<file path="config.mk">
export PLATFORM = sky130hd
export DESIGN_NAME = nib_cell_tx
export DESIGN_NICKNAME = d
export VERILOG_FILES = /design/src/rtl/ntx_pkg.sv /design/src/rtl/ntx_cell_store.sv /design/src/rtl/ntx_byte_ctr.sv /design/src/rtl/ntx_lane_src.sv /design/src/rtl/nib_cell_tx.sv
export SDC_FILE = /design/constraint.sdc
export NUM_CORES = 1
export LEC_CHECK = 0
export ABC_AREA = 1
export BUFFER_PORTS_ARGS = -buffer_cell sky130_fd_sc_hd__buf_4
export CORE_MARGIN = 4
export CORE_UTILIZATION = 50
export DETAILED_ROUTE_END_ITERATION = 10
export GPL_TIMING_DRIVEN = 0
export PLACE_DENSITY_LB_ADDON = 0.2
export SETUP_SLACK_MARGIN = 0.4
export SKIP_CTS_REPAIR_TIMING = 1
export SLEW_MARGIN = 40
export SYNTH_ARGS = -nofsm -noshare
export SYNTH_HDL_FRONTEND = slang
export SYNTH_HIERARCHICAL = 1
export SYNTH_SLANG_ARGS = --single-unit
</file>
<file path="constraint.sdc">
create_clock -name clk -period 5.1 [get_ports clk]
set_input_delay 1.275 -clock clk [delete_from_list [all_inputs] [get_ports clk]]
set_output_delay 1.275 -clock clk [all_outputs]
set_load 0.1 [all_outputs]
</file>
<file path="src/rtl/ntx_pkg.sv">
package ntx_pkg;

  typedef enum logic [1:0] {
    ST_IDLE = 2'd0,
    ST_ARM  = 2'd1,
    ST_XFER = 2'd2
  } seq_st_t;

endpackage

</file>
<file path="src/rtl/ntx_cell_store.sv">
module ntx_cell_store #(
  parameter int CELL_CAP = 4,
  localparam int CNT_W   = $clog2(CELL_CAP + 1)
) (
  input  logic             clk,
  input  logic             rst_n,
  input  logic             push,
  input  logic             pop,
  output logic [CNT_W-1:0] cnt,
  output logic             has_cell
);

  localparam logic [CNT_W-1:0] CAP_V = CNT_W'(CELL_CAP);

  logic [CNT_W-1:0] cnt_q, cnt_nxt;
  logic             take;
  logic             put;

  always_comb begin
    take    = pop && (cnt_q != '0);
    put     = push && ((cnt_q != CAP_V) || take);
    cnt_nxt = cnt_q;
    if (take && !put)
      cnt_nxt = cnt_q - 1'b1;
    else if (put && !take)
      cnt_nxt = cnt_q + 1'b1;
  end

  always_ff @(posedge clk or negedge rst_n) begin
    if (!rst_n)
      cnt_q <= '0;
    else
      cnt_q <= cnt_nxt;
  end

  assign cnt      = cnt_q;
  assign has_cell = (cnt_q != '0);


  full_drop_chk: assert property (@(posedge clk) disable iff (!rst_n)
    (cnt_q == CAP_V && push && !pop) |=> (cnt_q == CAP_V));

endmodule

</file>
<file path="src/rtl/ntx_byte_ctr.sv">
module ntx_byte_ctr #(
  parameter int CELL_LEN = 53,
  localparam int BYTE_W  = $clog2(CELL_LEN)
) (
  input  logic              clk,
  input  logic              rst_n,
  input  logic              ld_first,
  input  logic              step,
  output logic [BYTE_W-1:0] idx,
  output logic              at_penult,
  output logic              at_last
);

  localparam logic [BYTE_W-1:0] LAST_IDX   = BYTE_W'(CELL_LEN - 1);
  localparam logic [BYTE_W-1:0] PENULT_IDX = BYTE_W'(CELL_LEN - 2);

  logic [BYTE_W-1:0] idx_q, idx_nxt;

  always_comb begin
    idx_nxt = idx_q;
    if (ld_first)
      idx_nxt = '0;
    else if (step)
      idx_nxt = idx_q + 1'b1;
  end

  always_ff @(posedge clk or negedge rst_n) begin
    if (!rst_n)
      idx_q <= '0;
    else
      idx_q <= idx_nxt;
  end

  assign idx       = idx_q;
  assign at_penult = (idx_q == PENULT_IDX);
  assign at_last   = (idx_q == LAST_IDX);


  step_inc_chk: assert property (@(posedge clk) disable iff (!rst_n)
    (step && !ld_first) |=> (idx_q != '0));

endmodule

</file>
<file path="src/rtl/ntx_lane_src.sv">
module ntx_lane_src #(
  parameter int CELL_LEN = 53,
  parameter int NIB_W    = 4,
  localparam int BYTE_W  = $clog2(CELL_LEN)
) (
  input  logic              clk,
  input  logic              rst_n,
  input  logic              active,
  input  logic              cell_done,
  input  logic              odd_side,
  input  logic [BYTE_W-1:0] idx,
  output logic [NIB_W-1:0]  nib,
  output logic              par_oe,
  output logic              par
);

  localparam logic [BYTE_W-1:0] LAST_IDX = BYTE_W'(CELL_LEN - 1);

  logic [NIB_W-1:0] seq_q, seq_nxt;
  logic [NIB_W-1:0] idx_lo;

  always_comb begin
    seq_nxt = seq_q;
    if (cell_done)
      seq_nxt = seq_q + 1'b1;
  end

  always_ff @(posedge clk or negedge rst_n) begin
    if (!rst_n)
      seq_q <= '0;
    else
      seq_q <= seq_nxt;
  end

  generate
    if (BYTE_W >= NIB_W) begin : g_trunc
      assign idx_lo = idx[NIB_W-1:0];
    end else begin : g_ext
      assign idx_lo = {{(NIB_W-BYTE_W){1'b0}}, idx};
    end
  endgenerate

  always_comb begin
    nib    = active ? (seq_q + idx_lo) : '0;
    par_oe = active && (idx[0] == odd_side);
    par    = par_oe && !(^nib);
  end


  par_alt_chk: assert property (@(posedge clk) disable iff (!rst_n)
    (active && par_oe && idx != LAST_IDX && !cell_done) |=> !par_oe);

endmodule

</file>
<file path="src/rtl/nib_cell_tx.sv">
module nib_cell_tx #(
  parameter int CELL_LEN = 53,
  parameter int CELL_CAP = 4,
  parameter int NIB_W    = 4
) (
  input  logic             clk,
  input  logic             rst_n,
  input  logic             is_master,
  input  logic             cell_avail,
  input  logic             cell_push,
  input  logic             lead_hs_n,
  output logic             hs_n,
  output logic             xfer_en_n,
  output logic             soc,
  output logic [NIB_W-1:0] lane,
  output logic             par_oe,
  output logic             par
);
  import ntx_pkg::*;

  localparam int BYTE_W = $clog2(CELL_LEN);
  localparam int CNT_W  = $clog2(CELL_CAP + 1);

  seq_st_t           st_q, st_nxt;
  logic              hs_q, hs_nxt;
  logic              cont_q, cont_nxt;
  logic              ld_first, step, cell_done, active;
  logic [BYTE_W-1:0] idx;
  logic              at_penult, at_last;
  logic [CNT_W-1:0]  cnt;
  logic              has_cell;
  logic              start_ok;

  ntx_cell_store #(.CELL_CAP(CELL_CAP)) u_store (
    .clk      (clk),
    .rst_n    (rst_n),
    .push     (cell_push),
    .pop      (ld_first),
    .cnt      (cnt),
    .has_cell (has_cell)
  );

  ntx_byte_ctr #(.CELL_LEN(CELL_LEN)) u_bytes (
    .clk       (clk),
    .rst_n     (rst_n),
    .ld_first  (ld_first),
    .step      (step),
    .idx       (idx),
    .at_penult (at_penult),
    .at_last   (at_last)
  );

  ntx_lane_src #(.CELL_LEN(CELL_LEN), .NIB_W(NIB_W)) u_lane (
    .clk       (clk),
    .rst_n     (rst_n),
    .active    (active),
    .cell_done (cell_done),
    .odd_side  (!is_master),
    .idx       (idx),
    .nib       (lane),
    .par_oe    (par_oe),
    .par       (par)
  );

  assign active   = (st_q == ST_XFER);
  assign start_ok = cell_avail && has_cell;

  // next-state logic
  always_comb begin
    st_nxt    = st_q;
    hs_nxt    = hs_q;
    cont_nxt  = cont_q;
    ld_first  = 1'b0;
    step      = 1'b0;
    cell_done = 1'b0;
    unique case (st_q)
      ST_IDLE: begin
        if (is_master) begin
          if (start_ok) begin
            st_nxt = ST_ARM;
            hs_nxt = 1'b0;
          end
        end else if (!lead_hs_n) begin
          st_nxt   = ST_XFER;
          ld_first = 1'b1;
        end
      end
      ST_ARM: begin
        st_nxt   = ST_XFER;
        ld_first = 1'b1;
      end
      ST_XFER: begin
        if (is_master && at_penult) begin
          cont_nxt = start_ok;
          hs_nxt   = !start_ok;
        end
        if (at_last) begin
          cell_done = 1'b1;
          if (is_master ? cont_q : !lead_hs_n)
            ld_first = 1'b1;
          else
            st_nxt = ST_IDLE;
        end else begin
          step = 1'b1;
        end
      end
      default: st_nxt = ST_IDLE;
    endcase
  end

  // registers
  always_ff @(posedge clk or negedge rst_n) begin
    if (!rst_n) begin
      st_q   <= ST_IDLE;
      hs_q   <= 1'b1;
      cont_q <= 1'b0;
    end else begin
      st_q   <= st_nxt;
      hs_q   <= hs_nxt;
      cont_q <= cont_nxt;
    end
  end

  assign hs_n      = is_master ? hs_q : 1'b1;
  assign xfer_en_n = is_master ? !active : 1'b1;
  assign soc       = is_master && active && (idx == '0);


  hs_start_chk: assert property (@(posedge clk) disable iff (!rst_n)
    (is_master && st_q == ST_IDLE && cell_avail && has_cell) |=> !hs_n);


  en_after_hs_chk: assert property (@(posedge clk) disable iff (!rst_n)
    (is_master && $fell(hs_n)) |=> (!xfer_en_n && soc));


  hs_hold_chk: assert property (@(posedge clk) disable iff (!rst_n)
    (is_master && !xfer_en_n && !at_last) |-> !hs_n);


  burst_chk: assert property (@(posedge clk) disable iff (!rst_n)
    (is_master && active && at_last && !hs_n) |=> soc);


  slave_follow_chk: assert property (@(posedge clk) disable iff (!rst_n)
    (!is_master && (st_q == ST_IDLE || (active && at_last)) && !lead_hs_n)
      |=> (active && idx == '0));

endmodule

</file>
After elaboration in Yosys (flattened, before gate mapping)
Cells that the tools add are included.
{"block": "op_classes", "add_sub_neg": 5, "n_eq_ne": 13, "muxes": 27, "n_reduce_logical": 28}
{"op": "2-to-1 mux 1 bit", "n": 14}
{"op": "equality test 6 bit (second input constant)", "n": 2}
{"op": "2-to-1 mux 6 bit", "n": 2}
{"op": "logical AND 1 bit", "n": 10}
{"op": "2-to-1 mux 2 bit", "n": 5}
{"op": "!= test 3 bit (second input constant)", "n": 3}
{"op": "AND reduction 4 bit", "n": 2}
{"op": "zero test 1 bit", "n": 7}
{"op": "adder 6 x 1 -> 6 bit (second input constant)", "n": 1}
{"op": "zero test 6 bit", "n": 1}
{"op": "2-to-1 mux 3 bit", "n": 2}
{"op": "!= test 2 bit (second input constant)", "n": 3}
{"op": "case mux 2 bit (3 select lines)", "n": 1}
{"op": "nonzero test 2 bit", "n": 3}
{"op": "adder 4 x 1 -> 4 bit (second input constant)", "n": 1}
{"op": "adder 4 bit", "n": 1}
{"op": "2-to-1 mux 4 bit", "n": 1}
{"op": "!= test 2 x 1 -> 1 bit (second input constant)", "n": 2}
{"op": "parity 4 bit", "n": 1}
{"op": "adder 3 x 1 -> 3 bit (second input constant)", "n": 1}
{"op": "case mux 1 bit (3 select lines)", "n": 1}
{"op": "nonzero test 3 bit", "n": 1}
{"op": "subtractor 3 x 1 -> 3 bit (second input constant)", "n": 1}
{"op": "equality test 2 x 1 -> 1 bit (second input constant)", "n": 1}
{"op": "other kinds (6)", "n": 6}
{"block": "word_totals", "register_bits": 17, "inputBits": 6, "word_cells": 79}

Depth between registers and ports, before layout
Gate-level depths: netlist of the first run.
{"block": "logic_depth", "depth_word": 11, "depth_mapped": 15, "mapped_depth_nobuf": 15}

Modules after synthesis
The synthesis of the first run kept the hierarchy.
{"mod": "ntx_lane_src", "n_inst": 1, "cells_each": 65, "area_each_um2": 440.4}
{"mod": "ntx_byte_ctr", "n_inst": 1, "cells_each": 49, "area_each_um2": 365.4}
{"mod": "nib_cell_tx", "n_inst": 1, "cells_each": 51, "area_each_um2": 325.3}
{"mod": "ntx_cell_store", "n_inst": 1, "cells_each": 28, "area_each_um2": 211.5}

Worst setup path before layout of the first run
No wires, ideal clock.
{"block": "synth_path", "path_type": "in2out", "start": "in is_master", "end": "out par", "arrival_ps": 4397, "required_ps": 3825, "setup_slack_ps": -572, "cell_stages": 5, "path_buffers": 0, "path_cell_list": "inv_2 > o21ai_0 > a21oi_1 > nand2_1 > nor2_1"}
{"block": "synth_between", "elab_chain_cells": 4}
{"item": "start, declared", "line": "nib_cell_tx.sv:8", "text": "input logic is_master,"}
{"item": "zero test 1 bit", "line": "nib_cell_tx.sv:58", "text": ".odd_side (!is_master),"}
{"item": "equality test 1 bit", "line": "ntx_lane_src.sv:45", "text": "par_oe = active && (idx[0] == odd_side);"}
{"item": "logical AND 1 bit", "line": "ntx_lane_src.sv:45"}
{"item": "net par_oe", "line": "nib_cell_tx.sv:16", "text": "output logic par_oe,"}
{"item": "logical AND 1 bit", "line": "ntx_lane_src.sv:46", "text": "par = par_oe && !(^nib);"}
{"item": "end, declared", "line": "nib_cell_tx.sv:17", "text": "output logic par"}
The timed path passes the listed nets, and every way through them passes these cells.

Worst setup path in the final report of the first run
{"block": "layout_path", "start": "reg u_bytes.idx_q[0] (netlist: u_bytes/idx[0])", "end": "out par"}
{"block": "layout_between", "elab_chain_cells": 5, "word_cells_on_any_way": 7, "cone_classes": "add/sub (1); eq/ne (1); mux (1); reduce/logical (4)"}
{"item": "start, declared", "line": "ntx_byte_ctr.sv:17", "text": "logic [BYTE_W-1:0] idx_q, idx_nxt;"}
{"item": "start signal, assigned", "line": "ntx_byte_ctr.sv:31", "text": "idx_q <= idx_nxt;"}
{"item": "adder 4 bit", "line": "ntx_lane_src.sv:44", "text": "nib = active ? (seq_q + idx_lo) : '0;"}
{"item": "2-to-1 mux 4 bit", "line": "ntx_lane_src.sv:44"}
{"item": "parity 4 bit", "line": "ntx_lane_src.sv:46"}
{"item": "zero test 1 bit", "line": "ntx_lane_src.sv:46"}
{"item": "logical AND 1 bit *", "line": "ntx_lane_src.sv:46"}
Every way passes the cells marked *; elsewhere a longest branch is shown, timed or not.

==> results of run 1 <==
flip-flops by register name (all words and copies together), names as in the netlist:
register	cells
u_lane/seq_q	4
u_bytes/idx	6
st_q	2
hs_q	1
u_store/cnt	3
cont_q	1
worst paths after layout:
path                       slack (ns)        endpoint
max                              1.44             par
min                              0.47            hs_q
max reg2reg                      2.18  u_store/cnt[2]
min reg2reg                      0.47            hs_q
max in group asynchronous        4.03            hs_q
min in group asynchronous        0.82  u_store/cnt[0]
cell families after synthesis:
group                    after synthesis  share of synthesized area
buffers and inverters                 42                      0.123
AND/OR/NAND/NOR                      109                      0.393
AO/OA/AOI/OAI                         13                     0.0522
multiplexers                           1                    0.00839
adder cells (fa/ha/maj)                8                     0.0857
XOR/XNOR                               3                     0.0196
flip-flops                            17                      0.318
power by group through the flow:
stage	Clock, mW	Combinational [mW]	Sequential (mW)
after global placement	0	0.0794	0.159
after global routing	0.0833	0.0972	0.158
after detailed placement	0	0.0842	0.159
after CTS	0.0779	0.0843	0.157
final	0.0748	0.0835	0.156
after floorplan	0	0.0644	0.157
metrics by stage:
step	hold slack [ns]	cells	total power, mW
finish	0.468	241	0.315
global placement	0.451	237	0.238
floorplan	0.439	193	0.221
detailed placement	0.455	237	0.243
CTS	0.472	241	0.319
global route	0.506	241	0.339
layout make-up:
| class | instances | area [um^2] |
|---|---|---|
| buffer | 1 | 11.3 |
| inverter | 41 | 154 |
| tap | 30 | 37.5 |
| fill | 236 | 1000 |
| sequential | 17 | 427 |
| timing repair buffer | 14 | 105 |
| clock buffer | 3 | 22.5 |
| clock inverter | 1 | 5.00 |
| multi-input combinational | 134 | 757 |
worst max-delay path: stages, from the launching register on:
cell and delay (ns):
dfrtp_1 0.47, ha_1 0.26, fa_1 0.55, nand3_1 0.10, nand2_1 0.07, nand2_1 0.05
nand2_1 0.08, inv_1 0.05, nand2_1 0.06, inv_1 0.04, nor2_2 0.09, buf_4 0.29
layout by cell type (no fill, tap or decap), types with 2 or more instances in the layout:
cell type,Yosys,layout
a21oi_1,5,4
buf_4,0,14
clkbuf_4,0,3
dfrtp_1,16,16
fa_1,2,2
ha_1,6,6
inv_1,38,38
inv_2,3,3
nand2_1,47,47
nand2_2,7,7
nand3_1,17,17
nand4_1,7,7
nor2_1,16,15
nor2_2,4,5
o21ai_0,4,4
o21ai_1,2,2
or2_2,3,3
xor2_1,3,3
metal layers:
metal,part of all wire,up-vias,global-route usage
met2,0.51,25,0.295
met3,0.039,5,0.0259
met5,0,-,0
met1,0.43,567,0.206
met4,0.014,0,0.0854
li1,-,633,-
==> results.md, run 1 <==
* Fmax at 273 MHz
* Site row count at 18
* Routed wire length per instance at 11.2 um
* CTS tree: built
* FF-to-FF Start: u_bytes/idx[1]
* GRT Total Usage at 0.172
* Count leader, synth: nand2_1
* Normalized max-slew margin at 0.621
* Setup ws final at 1.44 ns
* Gpl congestion at 0.817
* Initial antenna violation count at 0
* Die Ht at 59.8 um
* MaxCap Viol Count at 0
* Ratio of cells with drive above 1 in the final layout at 0.209
* CTS clk-pin slew, worst paths at 0.11 ns
* Post-Route Setup TNS at 0 ns
* Max FO, Critical Path at 6
* Final min period at 3.66 ns
* Vias/cell at 5.10
* Drt drc at 0
* Cts bufs inserted at 3
* Post-synth top area share at 0.298
* Hold Path Stages at 2
* Slew Viols, Final at 0
* Synth Flop Type: dfrtp_1
* RSZ-0062 raised after global routing: false
* Syn-to-layout area delta at 13.1%
* Overflow after GRT at 0
* Final-stage net count at 226
* Min-delay worst type: reg2reg
* DRT iter0 DRCs at 80
* Synth top area cells: dfrtp_1 30%, nand2_1 13%, inv_1 11%
* Status: finished clean
* CP Launch Type: flip-flop
* Internal Power at 0.204 mW
* First-pass GRT wire length at 4700 um
* Util after Layout at 0.602
* CP arrival at 2.39 ns
* Initial Utilization at 0.532
* Skew-Pair Late Insertion Delay at 0.30 ns
* Die W at 59.8 um
* Synth Register Bits at 17
* Yosys cell types at 29
* Final Hold Fails at 0
* Hpwl dp at 2190 um
* Die area at 0.00358 mm^2
* R2R cell count at 14
* CP Capture Type: primary output
* Final Skew at 0.00531 ns
* Pwr per Cell Area at 207 mW/mm^2
* Register share of total power at 0.497
* Number of synthesized flops with an enable pin at 0
* Core footprint at 0.00252 mm^2
* Count of final setup violators at 0
* Critical hold path startpoint: hs_q
* Clock power frac at 0.238
* Routed WL at 2690 um
* Asr flop ratio synth at 1.00
* Combinational fraction of design power at 0.265
* Vias at 1,230
* Area leader, netlist: dfrtp_1
* CTS max path bufs at 2
* Worst endpoint required time at 3.83 ns
* Slew @ Worst Pin at 0.565 ns
* Max IR drop VDD at 251 uV
* DR pass1 iterations at 4
* Most instantiated cells after synthesis: 47 x nand2_1, 38 x inv_1, 17 x nand3_1
* Worst Setup Path Type: reg2out
* Leakage power at 0.877 nW
* Syn avg cell area at 6.96 um^2
* Root Buffer: clkbuf_4
* Post-Syn Nets at 207
* Sw Ratio at 0.353
* Vias in the first global route at 1,116
* Routed Antenna Nets at 0
* Mapped cell area at 0.00134 mm^2
* IO Port Bufs at 14
* Switching Power at 0.111 mW
* Top Ports at 15
* Inserted Diodes at 0
* Pin count of the biggest net entering global routing at 18
* Pre-CTS WS at 1.58 ns
* DP Area at 0.00149 mm^2
* H-tree levels at 1
* Num Clock Sinks at 17
* Crit path from: u_bytes/idx[0]
* Finished Cell Area at 0.00152 mm^2
* Syn Inst Count at 193
* Yosys warns at 6
* Tcrit/Tclk final at 0.718
* Seq/Total Area, Yosys at 0.318
Note: power is estimated with default switching activity, not from simulation.
==> inputs of run 2 (changes only) <==
==> constraint.sdc (replaced) <==
create_clock -name clk -period 3.55 [get_ports clk]
set_input_delay 0.8875 -clock clk [delete_from_list [all_inputs] [get_ports clk]]
set_output_delay 0.8875 -clock clk [all_outputs]
set_load 0.1 [all_outputs]
==> run 2 against run 1 <==
Setup slack worse by 1.0 ns. Combinational power up 49%. Wire length up 5.9%. Die area unchanged. Register-to-register slack worse by 1.5 ns. Clock-buffer cell count up 1.
==> results.md, run 2 (same netlist as run 1, synthesis figures left out) <==
* Status: finished clean (unchanged)
* Max reg flops at 6 (unchanged)
* Commonest cells after routing, fill and taps aside: 47 x nand2_1, 38 x inv_1, 19 x buf_4 (was 47 x nand2_1, 38 x inv_1, 17 x nand3_1)
* Cts bufs inserted at 3 (unchanged)
* Commonest non-fill, non-tap cell in the layout: nand2_1 (unchanged)
* Vias at 1,235 (was 1,230)
* DRT iter0 DRCs at 91 (was 80)
* First-pass GRT wire length at 5020 um (was 4700 um)
* CTS max path bufs at 2 (unchanged)
* Power, Total at 0.452 mW (was 0.315 mW)
* Leakage power at 0.907 nW (was 0.877 nW)
* Initial Utilization at 0.532 (unchanged)
* Placed cell count at 237 (unchanged)
* Pwr per Cell Area at 281 mW/mm^2 (was 207 mW/mm^2)
* DR pass1 iterations at 4 (unchanged)
* Final Skew at 0.00816 ns (was 0.00531 ns)
* Worst endpoint required time at 2.66 ns (was 3.83 ns)
* Initial antenna violation count at 0 (unchanged)
* Vias in the first global route at 1,174 (was 1,116)
* Inserted Diodes at 0 (unchanged)
* Pre-CTS WS at 0.573 ns (was 1.58 ns)
* RSZ-0062 raised after global routing: true (was false)
* GRT Total Usage at 0.182 (was 0.172)
* Util after Layout at 0.637 (was 0.602)
* Count of final setup violators at 0 (unchanged)
* H-tree levels at 1 (unchanged)
* Routed WL at 2850 um (was 2690 um)
* Slew @ Worst Pin at 0.404 ns (was 0.565 ns)
* Normalized max-slew margin at 0.728 (was 0.621)
* Fmax at 320 MHz
* CTS tree: built (unchanged)
* Final Hold Fails at 0 (unchanged)
* Die area at 0.00358 mm^2 (unchanged)
* CP Launch Type: flip-flop (unchanged)
* MaxCap Viol Count at 0 (unchanged)
* Die W at 59.8 um (unchanged)
* Pin count of the biggest net entering global routing at 18 (unchanged)
* Hpwl dp at 2190 um (about the same)
* Finished Cell Area at 0.00161 mm^2 (was 0.00152 mm^2)
* Site row count at 18 (unchanged)
* Routed Antenna Nets at 0 (unchanged)
* Ratio of cells with drive above 1 in the final layout at 0.249 (was 0.209)
* Overflow after GRT at 0 (unchanged)
* Routed wire length per instance at 11.5 um (was 11.2 um)
* Gpl congestion at 0.905 (was 0.817)
* CP arrival at 2.23 ns (was 2.39 ns)
* Num Clock Sinks at 17 (unchanged)
* Max IR drop VDD at 284 uV (was 251 uV)
* CP Capture Type: primary output (unchanged)
* Worst Setup Path Type: reg2out (unchanged)
* Slew Viols, Final at 0 (unchanged)
* Max FO, Critical Path at 4 (was 6)
* Die Ht at 59.8 um (unchanged)
* Hold WS at 0.441 ns (was 0.468 ns)
* CTS clk-pin slew, worst paths at 0.10 ns (was 0.11 ns)
* Final min period at 3.12 ns
* Tcrit/Tclk final at 0.879
* Post-route insts no fill at 247 (was 241)
* IO Port Bufs at 14 (unchanged)
* Skew-Pair Late Insertion Delay at 0.29 ns (was 0.30 ns)
* Post-Route Setup TNS at 0 ns (unchanged)
* DP Area at 0.00151 mm^2 (was 0.00149 mm^2)
* Setup ws final at 0.430 ns (was 1.44 ns)
* Syn-to-layout area delta at 19.8% (was 13.1%)
* Root Buffer: clkbuf_4 (unchanged)
* Vias/cell at 5.00 (was 5.10)
* Final-stage net count at 232 (was 226)
* Core footprint at 0.00252 mm^2 (unchanged)
* Drt drc at 0 (unchanged)
* Top Ports at 15 (unchanged)
* Min-delay worst type: in2async (was reg2reg)
-- run 2: path summary, 6_finish.rpt --
kind	depth (start not counted)	start	endpoint	slack, ns
max reg2reg	16	u_bytes/idx[0]	u_store/cnt[2]	0.70
max in group asynchronous	1	rst_n	hs_q	2.85
min reg2reg	2	hs_q	hs_q	0.48
max	11	u_bytes/idx[0]	par	0.43
min	1	rst_n	u_lane/seq_q[3]	0.44
min in group clk	2	hs_q	hs_q	0.48
-- run 2: area by class of cell --
cell class / count / area [um^2]
buffer: 1 / 11.3
clock buffer: 4 / 26.3
fill: 232 / 915
inverter: 41 / 154
multi-input combinational: 134 / 788
sequential: 17 / 428
tap: 30 / 37.5
timing repair buffer: 20 / 163
-- run 2: critical path, cell delays in order, from the launching register on --
cell and delay, ns:
dfrtp_2 0.46, ha_4 0.18, fa_2 0.56, nand2_1 0.08, nand2_1 0.06, nand2_1 0.04, nand2_1 0.05, nand2_1 0.06
nand3_1 0.08, nand2_1 0.08, nor2_4 0.11, buf_12 0.18
-- run 2: report_power, final --
group | leakage [nW] | internal [mW] | switching, mW | total (mW)
Combinational | 0.684 | 0.0397 | 0.0838 | 0.124
Clock | 0.0150 | 0.0437 | 0.0600 | 0.104
Sequential | 0.209 | 0.211 | 0.0140 | 0.225
Total | 0.907 | 0.294 | 0.158 | 0.452
-- run 2: per-layer routing --
| metal | share of wire | track usage |
|---|---|---|
| met5 | 0 | 0 |
| met4 | 0.0053 | 0.0380 |
| met3 | 0.061 | 0.0324 |
| met2 | 0.50 | 0.318 |
| met1 | 0.43 | 0.233 |
==> inputs of run 3 (changes only) <==
--- a/config.mk
+++ b/config.mk
@@ -5,12 +5,11 @@
 export SDC_FILE = /design/constraint.sdc
 export NUM_CORES = 1
 export LEC_CHECK = 0
-export ABC_AREA = 1
+export ABC_AREA = 0
 export BUFFER_PORTS_ARGS = -buffer_cell sky130_fd_sc_hd__buf_4
 export CORE_MARGIN = 4
 export CORE_UTILIZATION = 50
 export DETAILED_ROUTE_END_ITERATION = 10
-export GPL_TIMING_DRIVEN = 0
 export PLACE_DENSITY_LB_ADDON = 0.2
 export SETUP_SLACK_MARGIN = 0.4
 export SKIP_CTS_REPAIR_TIMING = 1
==> constraint.sdc (replaced) <==
create_clock -name clk -period 3.55 [get_ports clk]
set_input_delay 0.355 -clock clk [delete_from_list [all_inputs] [get_ports clk]]
set_output_delay 0.355 -clock clk [all_outputs]
set_load 0.1 [all_outputs]
==> run 3 against run 2 <==
Hold slack worse by 0.078 ns. Global-route usage down 2.2 points. Wire length down 14%. Synthesized cell count down 34%. Clock-buffer cell count down 1. Critical path type unchanged.
==> results.md, run 3 <==
* Status: finished clean (unchanged)
* Final-stage net count at 159 (was 232)
* Fillers at 207 (was 232)
* Hold Path Stages at 3
* Syn Inst Count at 127 (was 193)
* Worst path top cell family by delay: XOR/XNOR gates (was adder cells)
* FF-to-FF Start: u_bytes/idx[0] (unchanged)
* Max reg flops at 6 (unchanged)
* Vias/cell at 5.45 (was 5.00)
* DR pass1 iterations at 5 (was 4)
* Final min period at 2.97 ns (was 3.12 ns)
* Final Hold Fails at 0 (unchanged)
* Slowest cell on the critical path: dfrtp_1 (was fa_2)
* CTS max path bufs at 2 (unchanged)
* Ratio of cells with drive above 1 in the final layout at 0.229 (was 0.249)
* Syn-to-layout area delta at 14.2% (was 19.8%)
* Post-route insts no fill at 172 (was 247)
* Commonest non-fill, non-tap cell in the layout: dfrtp_1 (was nand2_1)
* Site row count at 17 (was 18)
* Num Clock Sinks at 17 (unchanged)
* Max FO, Critical Path at 8 (was 4)
* Top Ports at 15 (unchanged)
* Vias in the first global route at 991 (was 1,174)
* Number of synthesized flops with an enable pin at 0 (unchanged)
* Critical path buffer and inverter count at 1 (unchanged)
* First-pass GRT wire length at 4160 um (was 5020 um)
* Initial Utilization at 0.539 (was 0.532)
* CTS tree: built (unchanged)
* Inserted Diodes at 0 (unchanged)
* Footprint of the multi-input gates at 739 um^2 (was 788 um^2)
* Hpwl dp at 1880 um (was 2190 um)
* Die Ht at 57.3 um (was 59.8 um)
* Root Buffer: clkbuf_4 (unchanged)
* Core footprint at 0.00225 mm^2 (was 0.00252 mm^2)
* Placed cell count at 167 (was 237)
* Worst endpoint required time at 3.19 ns (was 2.66 ns)
* CP most frequent cell: xor2_1 (was nand2_1)
* Synth Register Bits at 17 (unchanged)
* FF-to-FF setup slack at 0.83 ns (was 0.70 ns)
* Pin count of the biggest net entering global routing at 18 (unchanged)
* Normalized max-slew margin at 0.558 (was 0.728)
* Critical hold path startpoint: cell_avail
* Yosys cell types at 44 (was 29)
* Overflow after GRT at 0 (unchanged)
* Vias at 937 (was 1,235)
* Asr flop ratio synth at 1.00 (unchanged)
* Slew Viols, Final at 0 (unchanged)
* CP arrival at 2.62 ns (was 2.23 ns)
* Commonest cells after routing, fill and taps aside: 16 x dfrtp_1, 15 x buf_4, 12 x nand2_1 (was 47 x nand2_1, 38 x inv_1, 19 x buf_4)
* Routed Antenna Nets at 0 (unchanged)
* Skew-Pair Late Insertion Delay at 0.30 ns (was 0.29 ns)
* CTS clk-pin slew, worst paths at 0.10 ns (about the same)
* Register area at 427 um^2 (was 428 um^2)
* Util after Layout at 0.616 (was 0.637)
* CP Launch Type: flip-flop (unchanged)
* Count of final setup violators at 0 (unchanged)
* Reg-to-reg endpoint: u_store/cnt[2] (unchanged)
* CP max stage delay at 0.49 ns (was 0.56 ns)
* RSZ-0062 raised after global routing: false (was true)
* Gpl congestion at 0.804 (was 0.905)
* Routed wire length per instance at 14.2 um (was 11.5 um)
* Final Skew at 0.00422 ns (was 0.00816 ns)
* Routed WL at 2450 um (was 2850 um)
* IO Port Bufs at 14 (unchanged)
* Count leader, synth: dfrtp_1 (was nand2_1)
* R2R cell count at 12 (was 16)
* Cts bufs inserted at 3 (unchanged)
* Initial antenna violation count at 0 (unchanged)
* H-tree levels at 1 (unchanged)
* Fmax at 336 MHz (was 320 MHz)
* Min-delay worst type: in2reg (was in2async)
* Post-Route Setup TNS at 0 ns (unchanged)
* Seq/Total Area, Yosys at 0.351 (was 0.318)
* Worst hold endpoint: cont_q
* Slew @ Worst Pin at 0.654 ns (was 0.404 ns)
* MaxCap Viol Count at 0 (unchanged)
* Mapped cell area at 0.00122 mm^2 (was 0.00134 mm^2)
* Die W at 57.3 um (was 59.8 um)
* Tcrit/Tclk final at 0.837 (was 0.879)
* Drt drc at 0 (unchanged)
* Worst-path cell chain: ha_1 -> fa_1 -> xor2_1 -> xnor3_1 -> xor2_1 -> nor2_2 -> buf_4 (was ha_4 -> fa_2 -> nand2_1 -> nand2_1 -> nand2_1 -> nand2_1 -> nand2_1 -> nand3_1 -> nand2_1 -> nor2_4 -> buf_12)
* Die area at 0.00329 mm^2 (was 0.00358 mm^2)
* Area leader, netlist: dfrtp_1 (unchanged)
* Post-synth top area share at 0.329 (was 0.298)
* Synth Flop Type: dfrtp_1 (unchanged)
* DRT iter0 DRCs at 21 (was 91)
* Worst Setup Path Type: reg2out (unchanged)
* Synth top area cells: dfrtp_1 33%, ha_1 6.2%, xnor2_1 5.0% (was dfrtp_1 30%, nand2_1 13%, inv_1 11%)
* Syn avg cell area at 9.58 um^2 (was 6.96 um^2)
* GRT Total Usage at 0.160 (was 0.182)
* Yosys warns at 6 (unchanged)
* Most instantiated cells after synthesis: 16 x dfrtp_1, 12 x nand2_1, 12 x nor2_1 (was 47 x nand2_1, 38 x inv_1, 17 x nand3_1)
* Post-Syn Nets at 141 (was 207)
* CP Capture Type: primary output (unchanged)
## run 3: changes by cell type after synthesis, sizes merged, moves of 4 or more
cell,change
nor2b,+6
or2,-4
nand2,-43
and2,+4
inv,-31
nand4,-4
xor2,+4
xnor2,+8
nand3,-14
nor2,-9
## run 3: worst max-delay path by stage
stage,slack (ns),cells after the start,endpoint,from
final,0.58,7,par,u_bytes/idx[0]
after global routing,0.45,7,par,u_bytes/idx[0]
after CTS,0.54,7,par,u_bytes/idx[0]
after detailed placement,0.71,12,u_store/cnt[2],u_bytes/idx[1]
after global placement,0.86,12,u_store/cnt[2],u_bytes/idx[0]
after floorplan,0.50,13,u_store/cnt[2],u_bytes/idx[0]
## run 3: stage by stage
step | hold slack (ns) | instance area (um^2) | worst slack, ns
after CTS | -0.0939 | 1370 | 0.544
after detailed placement | 0.234 | 1350 | 0.711
after global routing | 0.360 | 1390 | 0.449
after global placement | 0.234 | 1350 | 0.858
after floorplan | 0.0594 | 1220 | 0.498
final | 0.364 | 1390 | 0.578
## run 3: worst min-delay path, cell delays in order
cell and delay (ns):
buf_4 0.11, nand2_1 0.08, mux2i_1 0.07
## run 3: per-layer routing
metal	GRT usage	vias to the layer above	share of wire
met4	0.0563	0	0.017
met5	0	-	0
met3	0.0430	7	0.037
met1	0.198	448	0.48
met2	0.269	13	0.46
li1	-	469	-
## run 3: kinds of logic after synthesis
family | after synthesis | synth area share
XOR/XNOR | 16 | 0.133
multiplexers | 3 | 0.0257
buffers and inverters | 13 | 0.0473
AND/OR/NAND/NOR | 52 | 0.244
flip-flops | 17 | 0.351
adder cells (fa/ha/maj) | 8 | 0.0946
AO/OA/AOI/OAI | 18 | 0.105
## run 3: layout make-up
type | instances | share of cell area
Timing Repair Buffer | 16 | 0.0883
Tap cell | 28 | 0.0252
Multi-Input combinational cell | 97 | 0.532
Clock inverter | 1 | 0.00360
Clock buffer | 3 | 0.0162
Sequential cell | 17 | 0.307
Inverter | 10 | 0.0270
Power of run 3 is left out: the tool's default activity adds up to more than one toggle a clock period on the data nets, which glitch-free logic cannot reach.
